[src/rtl/sbs_pkg.sv]
package sbs_pkg;

    typedef enum logic {
        SCAN_IDLE = 1'b0,
        SCAN_BUSY = 1'b1
    } scan_mode_e;

    // Mask of all bit indices i (i < 64) whose binary digit k is one.
    function automatic logic [63:0] digit_mask(input int k);
        logic [63:0] m;
        m = '0;
        for (int i = 0; i < 64; i++) begin
            if (((i >> k) & 1) == 1) m[i] = 1'b1;
        end
        return m;
    endfunction

endpackage

[src/rtl/sbs_lowbit.sv]
module sbs_lowbit #(
    parameter int unsigned WORD_W = 32
) (
    input  logic [WORD_W-1:0] word_i,
    output logic [WORD_W-1:0] iso_o,
    output logic [WORD_W-1:0] rest_o
);
    logic [WORD_W-1:0] dec;

    always_comb begin
        dec    = word_i - WORD_W'(1);
        iso_o  = word_i & (word_i ^ dec);
        rest_o = word_i ^ iso_o;
    end

    // at most one bit, and no set bit of the word lies below it
    always_comb begin
        assert_iso_lowest_R4: assert ((iso_o & (iso_o - WORD_W'(1))) == '0
            && (word_i == '0 || ((word_i & iso_o) != '0
                                 && (word_i & (iso_o - WORD_W'(1))) == '0)));
    end

endmodule

[src/rtl/sbs_onehot_enc.sv]
module sbs_onehot_enc #(
    parameter int unsigned WORD_W = 32,
    parameter int unsigned BIT_W  = $clog2(WORD_W)
) (
    input  logic [WORD_W-1:0] onehot_i,
    output logic [BIT_W-1:0]  code_o
);
    for (genvar k = 0; k < BIT_W; k++) begin : g_digit
        localparam logic [63:0]       FULL = sbs_pkg::digit_mask(k);
        localparam logic [WORD_W-1:0] MASK = FULL[WORD_W-1:0];
        assign code_o[k] = |(onehot_i & MASK);
    end

endmodule

[src/rtl/sbs_fetch.sv]
module sbs_fetch #(
    parameter int unsigned WORD_W = 32,
    parameter int unsigned ADDR_W = 10,
    parameter int unsigned CNT_W  = ADDR_W + 1
) (
    input  logic              clk,
    input  logic              rst_n,
    input  logic              load_i,
    input  logic [ADDR_W-1:0] base_i,
    input  logic [CNT_W-1:0]  count_i,
    input  logic              take_i,
    output logic              mem_req_o,
    output logic [ADDR_W-1:0] mem_addr_o,
    input  logic [WORD_W-1:0] mem_rdata_i,
    output logic              buf_v_o,
    output logic [WORD_W-1:0] buf_word_o,
    output logic [ADDR_W-1:0] buf_addr_o,
    output logic              idle_o
);
    typedef struct packed {
        logic [CNT_W-1:0]  rem;
        logic [ADDR_W-1:0] next_addr;
        logic              pend;
        logic [ADDR_W-1:0] pend_addr;
        logic              buf_v;
        logic [WORD_W-1:0] buf_word;
        logic [ADDR_W-1:0] buf_addr;
    } fetch_s;

    fetch_s f_d, f_q;
    logic   arrive;
    logic   req;

    always_comb begin
        f_d    = f_q;
        arrive = f_q.pend && (mem_rdata_i != '0);
        if (take_i) f_d.buf_v = 1'b0;
        if (arrive) begin
            f_d.buf_v    = 1'b1;
            f_d.buf_word = mem_rdata_i;
            f_d.buf_addr = f_q.pend_addr;
        end
        // issue only when the slot will be free as the data lands
        req      = (f_q.rem != '0) && !f_d.buf_v;
        f_d.pend = req;
        if (req) begin
            f_d.pend_addr = f_q.next_addr;
            f_d.next_addr = f_q.next_addr + ADDR_W'(1);
            f_d.rem       = f_q.rem - CNT_W'(1);
        end
        if (load_i) begin
            f_d.rem       = count_i;
            f_d.next_addr = base_i;
        end
    end

    always_ff @(posedge clk) begin
        if (!rst_n) f_q <= '0;
        else        f_q <= f_d;
    end

    assign mem_req_o  = req;
    assign mem_addr_o = f_q.next_addr;
    assign buf_v_o    = f_q.buf_v;
    assign buf_word_o = f_q.buf_word;
    assign buf_addr_o = f_q.buf_addr;
    assign idle_o     = (f_q.rem == '0) && !f_q.pend && !f_q.buf_v;

    // a returning nonzero word never lands on an occupied slot
    assert_slot_free_R7: assert property (@(posedge clk) disable iff (!rst_n)
        (f_q.pend && mem_rdata_i != '0) |-> !f_q.buf_v);

endmodule

[src/rtl/sparse_bit_scanner.sv]
module sparse_bit_scanner #(
    parameter int unsigned WORD_W = 32,
    parameter int unsigned ADDR_W = 10,
    localparam int unsigned BIT_W = $clog2(WORD_W),
    localparam int unsigned CNT_W = ADDR_W + 1,
    localparam int unsigned POS_W = ADDR_W + BIT_W
) (
    input  logic              clk,
    input  logic              rst_n,
    input  logic              start_i,
    input  logic [ADDR_W-1:0] base_i,
    input  logic [CNT_W-1:0]  count_i,
    output logic              busy_o,
    output logic              done_o,
    output logic              mem_req_o,
    output logic [ADDR_W-1:0] mem_addr_o,
    input  logic [WORD_W-1:0] mem_rdata_i,
    output logic              out_valid_o,
    input  logic              out_ready_i,
    output logic [POS_W-1:0]  out_pos_o,
    output logic              out_last_o
);
    import sbs_pkg::*;

    typedef struct packed {
        scan_mode_e        mode;
        logic              any;
        logic [WORD_W-1:0] work;
        logic [ADDR_W-1:0] work_addr;
        logic              hold_v;
        logic [POS_W-1:0]  hold_pos;
    } core_s;

    core_s s_d, s_q;

    logic              accept, take, fire, room, extract, exhausted, finish, work_nz;
    logic              fetch_idle, buf_v;
    logic [WORD_W-1:0] buf_word, iso, rest, work_after;
    logic [ADDR_W-1:0] buf_addr;
    logic [BIT_W-1:0]  bit_code;

    sbs_lowbit #(.WORD_W(WORD_W)) u_lowbit (
        .word_i (s_q.work),
        .iso_o  (iso),
        .rest_o (rest)
    );

    sbs_onehot_enc #(.WORD_W(WORD_W), .BIT_W(BIT_W)) u_enc (
        .onehot_i (iso),
        .code_o   (bit_code)
    );

    sbs_fetch #(.WORD_W(WORD_W), .ADDR_W(ADDR_W), .CNT_W(CNT_W)) u_fetch (
        .clk         (clk),
        .rst_n       (rst_n),
        .load_i      (accept),
        .base_i      (base_i),
        .count_i     (count_i),
        .take_i      (take),
        .mem_req_o   (mem_req_o),
        .mem_addr_o  (mem_addr_o),
        .mem_rdata_i (mem_rdata_i),
        .buf_v_o     (buf_v),
        .buf_word_o  (buf_word),
        .buf_addr_o  (buf_addr),
        .idle_o      (fetch_idle)
    );

    always_comb begin
        s_d        = s_q;
        work_nz    = (s_q.work != '0);
        exhausted  = fetch_idle && !work_nz;
        out_valid_o = s_q.hold_v && (work_nz || exhausted);
        out_last_o  = s_q.hold_v && exhausted;
        out_pos_o   = s_q.hold_pos;
        fire       = out_valid_o && out_ready_i;
        room       = !s_q.hold_v || fire;
        extract    = work_nz && room;
        work_after = extract ? rest : s_q.work;
        take       = buf_v && (work_after == '0);
        s_d.work      = take ? buf_word : work_after;
        s_d.work_addr = take ? buf_addr : s_q.work_addr;
        if (extract) begin
            s_d.hold_v   = 1'b1;
            s_d.hold_pos = {s_q.work_addr, bit_code};
            s_d.any      = 1'b1;
        end else if (fire) begin
            s_d.hold_v = 1'b0;
        end
        finish = (s_q.mode == SCAN_BUSY) && exhausted && !s_q.hold_v;
        done_o = finish && !s_q.any;
        if (finish) s_d.mode = SCAN_IDLE;
        accept = start_i && (s_q.mode == SCAN_IDLE);
        if (accept) begin
            s_d.mode = SCAN_BUSY;
            s_d.any  = 1'b0;
        end
        busy_o = (s_q.mode == SCAN_BUSY);
    end

    always_ff @(posedge clk) begin
        if (!rst_n) s_q <= '0;
        else        s_q <= s_d;
    end

    // order tracking for the in-word ordering check
    logic             prev_v_q;
    logic [POS_W-1:0] prev_pos_q;

    always_ff @(posedge clk) begin
        if (!rst_n || accept) begin
            prev_v_q   <= 1'b0;
            prev_pos_q <= '0;
        end else if (fire) begin
            prev_v_q   <= 1'b1;
            prev_pos_q <= out_pos_o;
        end
    end

    assert_hold_stable_R5: assert property (@(posedge clk) disable iff (!rst_n)
        (out_valid_o && !out_ready_i) |=>
            (out_valid_o && $stable(out_pos_o) && $stable(out_last_o)));

    assert_last_closes_R6: assert property (@(posedge clk) disable iff (!rst_n)
        (fire && out_last_o) |=> !out_valid_o);

    assert_inword_rising_R3: assert property (@(posedge clk) disable iff (!rst_n)
        (fire && prev_v_q && prev_pos_q[POS_W-1:BIT_W] == out_pos_o[POS_W-1:BIT_W])
            |-> (out_pos_o > prev_pos_q));

    assert_done_quiet_R9: assert property (@(posedge clk) disable iff (!rst_n)
        done_o |-> (!out_valid_o && !mem_req_o));

endmodule

[config.mk]
export PLATFORM = sky130hd
export DESIGN_NAME = sparse_bit_scanner
export DESIGN_NICKNAME = d
export VERILOG_FILES = /design/src/rtl/sbs_pkg.sv /design/src/rtl/sbs_lowbit.sv /design/src/rtl/sbs_onehot_enc.sv /design/src/rtl/sbs_fetch.sv /design/src/rtl/sparse_bit_scanner.sv
export SDC_FILE = /design/constraint.sdc
export NUM_CORES = 1
export LEC_CHECK = 0
export BUFFER_PORTS_ARGS = -buffer_cell sky130_fd_sc_hd__buf_2
export CAP_MARGIN = 0
export CORE_UTILIZATION = 55
export DETAILED_ROUTE_END_ITERATION = 16
export GPL_ROUTABILITY_DRIVEN = 0
export PLACE_DENSITY = 0.83
export SYNTH_ARGS = -nofsm -noshare
export SYNTH_HDL_FRONTEND = slang
export SYNTH_SLANG_ARGS = --single-unit
[constraint.sdc]
create_clock -name clk -period 4.17 [get_ports clk]
set_input_delay 0.6255 -clock clk [delete_from_list [all_inputs] [get_ports clk]]
set_output_delay 0.6255 -clock clk [all_outputs]
set_load 0.01 [all_outputs]
### Word level (Yosys, flattened, before mapping)

Cells that the tools add are included.

* $add $sub $neg: 3
* multiply operators: 0
* div/mod/pow operators: 0
* order comparisons: 0
* equal/unequal tests: 0
* shift operators: 0
* multiplexer cells: 11
* bitwise operators: 5
* reduce and logical (&&, ||, !) cells: 36

Operators by type and width (number)
* $reduce_or 16->1: 5
* $mux 32: 2
* $reduce_bool 32->1: 2
* $xor 32x32->32: 2
* $mux 43: 1
* $mux 21: 2
* $and 32x32->32: 1
* $logic_not 32->1: 1
* $sub 32x1->32 const B: 1
* $logic_and 1x1->1: 14
* $logic_not 11->1: 1
* $reduce_bool 11->1: 1
* $sub 11x1->11 const B: 1
* $add 10x1->10 const B: 1
* $logic_not 1->1: 6
* $reduce_bool 2->1: 3
* $mux 1: 5
* $logic_or 1x1->1: 2
* $mux 2: 1
* $not 1->1: 2
* $reduce_or 2->1: 1

* bits in registers: 135
* latch bits: 0
* bits in writable memories: 0
* bits in read-only memories: 0
* logic and storage cells: 68
* memories: 0

### Depth between registers and ports, before layout

* depth after elaboration: 18
* mapped depth: 13

### By module

From an unflattened synthesis, not the netlist that was laid out.

* cells, all modules: 931
* area, all modules: 7086.8 um^2

Modules (own cells, without submodules)
* sbs_fetch: times used 1, cells an instance 460, area an instance 3584.7 um^2, sequential area each 1501.4 um^2
* sparse_bit_scanner: times used 1, cells an instance 341, area an instance 2642.5 um^2, sequential area each 1201.2 um^2
* sbs_lowbit: times used 1, cells an instance 107, area an instance 720.7 um^2, sequential area each 0.0 um^2
* sbs_onehot_enc: times used 1, cells an instance 23, area an instance 138.9 um^2, sequential area each 0.0 um^2

### Worst setup path before layout

No wires, ideal clock.

* path kind: register to output
* start point: register s_q[27] in the netlist's numbering
* end point: output mem_req_o
* arrival: 3038 ps
* required time: 3544 ps
* slack: 507 ps
* stages on the path, launching flop included: 12
* cells stage by stage: dfxtp_1 -> buf_2 -> or4_1 -> nor3_2 -> nand2_1 -> o41ai_1 -> nand4_1 -> or4_4 -> o21a_1 -> clkbuf_1 -> clkbuf_1 -> nor2_1

* longest elaborated chain between the ends: 15
* elaborated cells between the ends (all ways): 19
* classes of those cells: add/sub: 1; mux: 3; bitwise: 3; reduce/logical: 12

RTL lines
* start: declaration: RTL line sparse_bit_scanner.sv:34 `core_s s_d, s_q;`
* start signal: assignment: RTL line sparse_bit_scanner.sv:102 `if (!rst_n) s_q <= '0;`
* start signal: assignment: RTL line sparse_bit_scanner.sv:103 `else s_q <= s_d;`
* parallel branches: the longest is 8 deep, another holds $sub 32x1->32
* $mux 32 *: RTL line sparse_bit_scanner.sv:79 `work_after = extract ? rest : s_q.work;`
* $logic_not 32->1 *: RTL line sparse_bit_scanner.sv:80 `take = buf_v && (work_after == '0);`
* $logic_and 1x1->1 *: RTL line sparse_bit_scanner.sv:80
* $mux 1 *: RTL line sbs_fetch.sv:37 `if (take_i) f_d.buf_v = 1'b0;`
* $mux 43 *: RTL line sbs_fetch.sv:38 `if (arrive) begin`
* $logic_not 1->1 *: RTL line sbs_fetch.sv:44 `req = (f_q.rem != '0) && !f_d.buf_v;`
* $logic_and 1x1->1 *: RTL line sbs_fetch.sv:44
* end: declaration: RTL line sparse_bit_scanner.sv:15 `output logic mem_req_o,`

Every way passes the cells marked *.

### Worst setup path in the final report

* start point: register s_q[34] in the netlist's numbering
* end point: output mem_req_o

Same word-level chain as after synthesis.

==> metrics <==
status=completed; worst-path fanout max=6; initial antenna violation count=1; vias in the first global route=5597; # setup viols final=0; FMAX=roughly 0.24 GHz; Ys Warns=0; Sequential Power Share=35.9%; post-synthesis cell area=6310 um^2; Worst Tran Pin Value=1.24 ns; Post-synth EDFFs=0; ant diodes=0; switch share=between 30% and 40%; routed via count=between 6000 and 7000; Final Cycle Share=between 90 and 100%; Die Width=109 um; hold crit path type=in2reg; clock root buffer=clkbuf_16; DRT Pass-1 Iters=5; total CTS buffers=17; total global routing overflow=0; Slowest-stage cell, CP=or4_4; Max IR drop VDD=just over 400 uV; Sw Pwr=roughly 0.0016 W; CP arrival=3.52 ns; largest net degree at the start of global routing=47; htree depth=4; pwr/cell area=585 nW/um^2; Area Growth Syn to Fin=16.8%; CP Cell Sequence=or4_4, nor4_4, buf_4, o21ai_4, buf_12, o32ai_1, nand4_1, or3_4, o21a_1, nor2_2, buf_2; pre-CTS setup slack=0.305 ns; syn_area_per_cell=8.19 um^2; crit end category=primary output; IO Count=87; Die Ht=between 100 and 150 um; worst skew pair latency=0.42 ns; setup TNS=0 ns; Final WS setup=0.0234 ns; RSZ-0062 raised after global routing=no; post-detailed-route wirelength per cell=16.9 um; clock skew=0.00676 ns; CP Class=reg2out; post-synthesis cell count=slightly below 800; DRT iter0 DRCs=544; starting density of the core=between 50% and 60%; # DRC=0; Clock Path Buffers=2; core area=between 10000 and 15000 um^2; first-pass GRT wire length=between 20000 and 30000 um; Final ANT Viol Nets=0; async set-reset flop share out of synthesis=0%; P_leak=3.06 nW; Worst Path Required=around 3.5 ns; total global routing track utilization=28.3%; Final Max Tran Viols=0; Final HPWL DP=11000 um; CP peak stage delay=0.61 ns; Final Hold Fails=0; normalized max-slew margin=17.0%; drt total wl=16300 um; sequential area share after synthesis=42.8%; syn nets=831; CP Launch Type=flop; Yosys cell types=between 40 and 50; Die Area=11900 um^2; Final nets=876; max_cap viols=0; Tmin final=between 4 and 5 ns; clk slew on worst S/H paths=0.06 ns; num rows=38; Most used DFF post-synth=dfxtp_1; clock network power share=32.8%; I/O Buffers=86; Comb power frac=a little under a third; CTS tree=built; routed vias/inst=6.24; post-synthesis register bit count=135; ratio of cells with drive above 1 in the final layout=18.8%; # clock sinks=135; Cell Int Power=between 0.002 and 0.003 W
-- worst paths after layout --
| check | from | end | slack (ns) | depth (start not counted) |
|---|---|---|---|---|
| setup / recovery | s_q[34] | mem_req_o | 0.02 | 11 |
| hold / removal | count_i[1] | u_fetch.f_q[65] | 0.45 | 3 |
| hold reg to reg | s_q[19] | out_pos_o[8] | 0.45 | 2 |
| setup reg to reg | s_q[34] | u_fetch.f_q[70] | 0.33 | 12 |
-- power groups by stage --
stage	logic [W]	registers [W]	clock network, W
4_1_cts	0.00122	0.00154	0.00144
3_5_place_dp	0.00119	0.00156	0
3_3_place_gp	0.00115	0.00156	0
6_report	0.00135	0.00155	0.00142
2_1_floorplan	0.000917	0.00152	0
5_1_grt	0.00146	0.00156	0.00150
-- logic make-up (layout without fill, tap and decap cells) --
| family | Yosys count | in the layout | share of synthesized area (%) |
|---|---|---|---|
| AND/OR/NAND/NOR | 293 | 293 | 22.7 |
| buffers and inverters | 88 | 144 | 6.78 |
| adder cells (fa/ha/maj) | 5 | 5 | 0.912 |
| AO/OA/AOI/OAI | 198 | 199 | 18.5 |
| multiplexers | 52 | 52 | 8.25 |
| flip-flops | 135 | 135 | 42.8 |
-- placed cells by master (no fill, tap or decap), types with 6 or more instances in the layout --
cell and instances:
nor4_1 17, clkbuf_16 17, nor2_1 95, a31oi_1 16, mux2i_1 52, o31ai_1 18
o21ai_0 63, buf_4 10, nand2_1 73, buf_2 86, a21oi_1 63, dfxtp_1 134
nand3_1 25, inv_1 13, nor3_1 8, or3_1 14, a211oi_1 6, or4_1 14
nand4_1 10, and3_1 6
-- metrics by stage --
step / cell area, um^2 / power (W) / hold slack [ns] / utilization (%) / cells
floorplan: 6310 / 0.00244 / 0.431 / - / 771
global placement: 6660 / 0.00271 / 0.446 / 60.4 / 933
detailed placement: 6660 / 0.00275 / 0.451 / 60.4 / 933
CTS: 7260 / 0.00420 / 0.433 / 65.8 / 964
global route: 7370 / 0.00452 / 0.446 / 66.8 / 968
finish: 7370 / 0.00431 / 0.445 / 66.8 / 968
-- repair_timing --
action / in CTS / in global routing
endpoints found under the setup margin: 1 / 1
cloned: 0 / 1
hold buffers: 0 / 0
buffers inserted: 0 / 3
pin swaps: 0 / 2
gates resized for setup: 5 / 13
-- cell usage after synthesis (5+ instances only) --
cell type  count  area share, %
a21oi_1       63            5.0
nand3_1       26            2.1
o41ai_1        5           0.69
or3_1         15            1.5
or4_1         15            1.8
nand4_1       10           0.99
a211oi_1       6           0.71
o21ai_0       64            5.1
dfxtp_1      135             43
nor4_1        19            1.9
a22oi_1        5           0.59
nor2_1        96            5.7
inv_1         13           0.77
nor3_1         8           0.63
buf_4         25            3.0
o31ai_1       21            2.5
mux2i_1       52            8.2
a31oi_1       16            1.6
clkbuf_1      45            2.7
and3_1         6           0.59
nand2_1       74            4.4
nand2b_1       5           0.50
-- cell type report --
| type | instances | area, um^2 |
|---|---|---|
| Fill cell | 863 | 3660 |
| Multi-Input combinational cell | 549 | 3310 |
| Sequential cell | 135 | 2700 |
| Timing Repair Buffer | 99 | 566 |
| Clock buffer | 18 | 439 |
| Tap cell | 140 | 175 |
| Clock inverter | 13 | 125 |
| Inverter | 14 | 52.6 |
-- worst max-delay path, delay by kind of cell, from the launching register on --
kind,cells,cell delay (ns)
simple gates,5,1.67
flops,1,0.36
compound gates,3,0.57
buf+inv,3,0.49
-- layer usage --
layer  part of all wire (%)  global-route usage (%)  wire length, um
met5                  0.067                       0               11
met4                    3.9                    14.7              643
met3                    8.1                    8.13             1330
met2                     48                    47.0             7850
met1                     40                    33.0             6500
-- sequential cells by signal, summed over array words and instances, names as in the netlist --
name and count:
u_fetch.buf_addr_o 10, s_q 44, u_fetch.buf_v_o 1, busy_o 1, u_fetch.f_q 22, u_fetch.mem_addr_o 10
u_fetch.buf_word_o 32, out_pos_o 15
No activity file was read; power rests on OpenSTA's default activity.
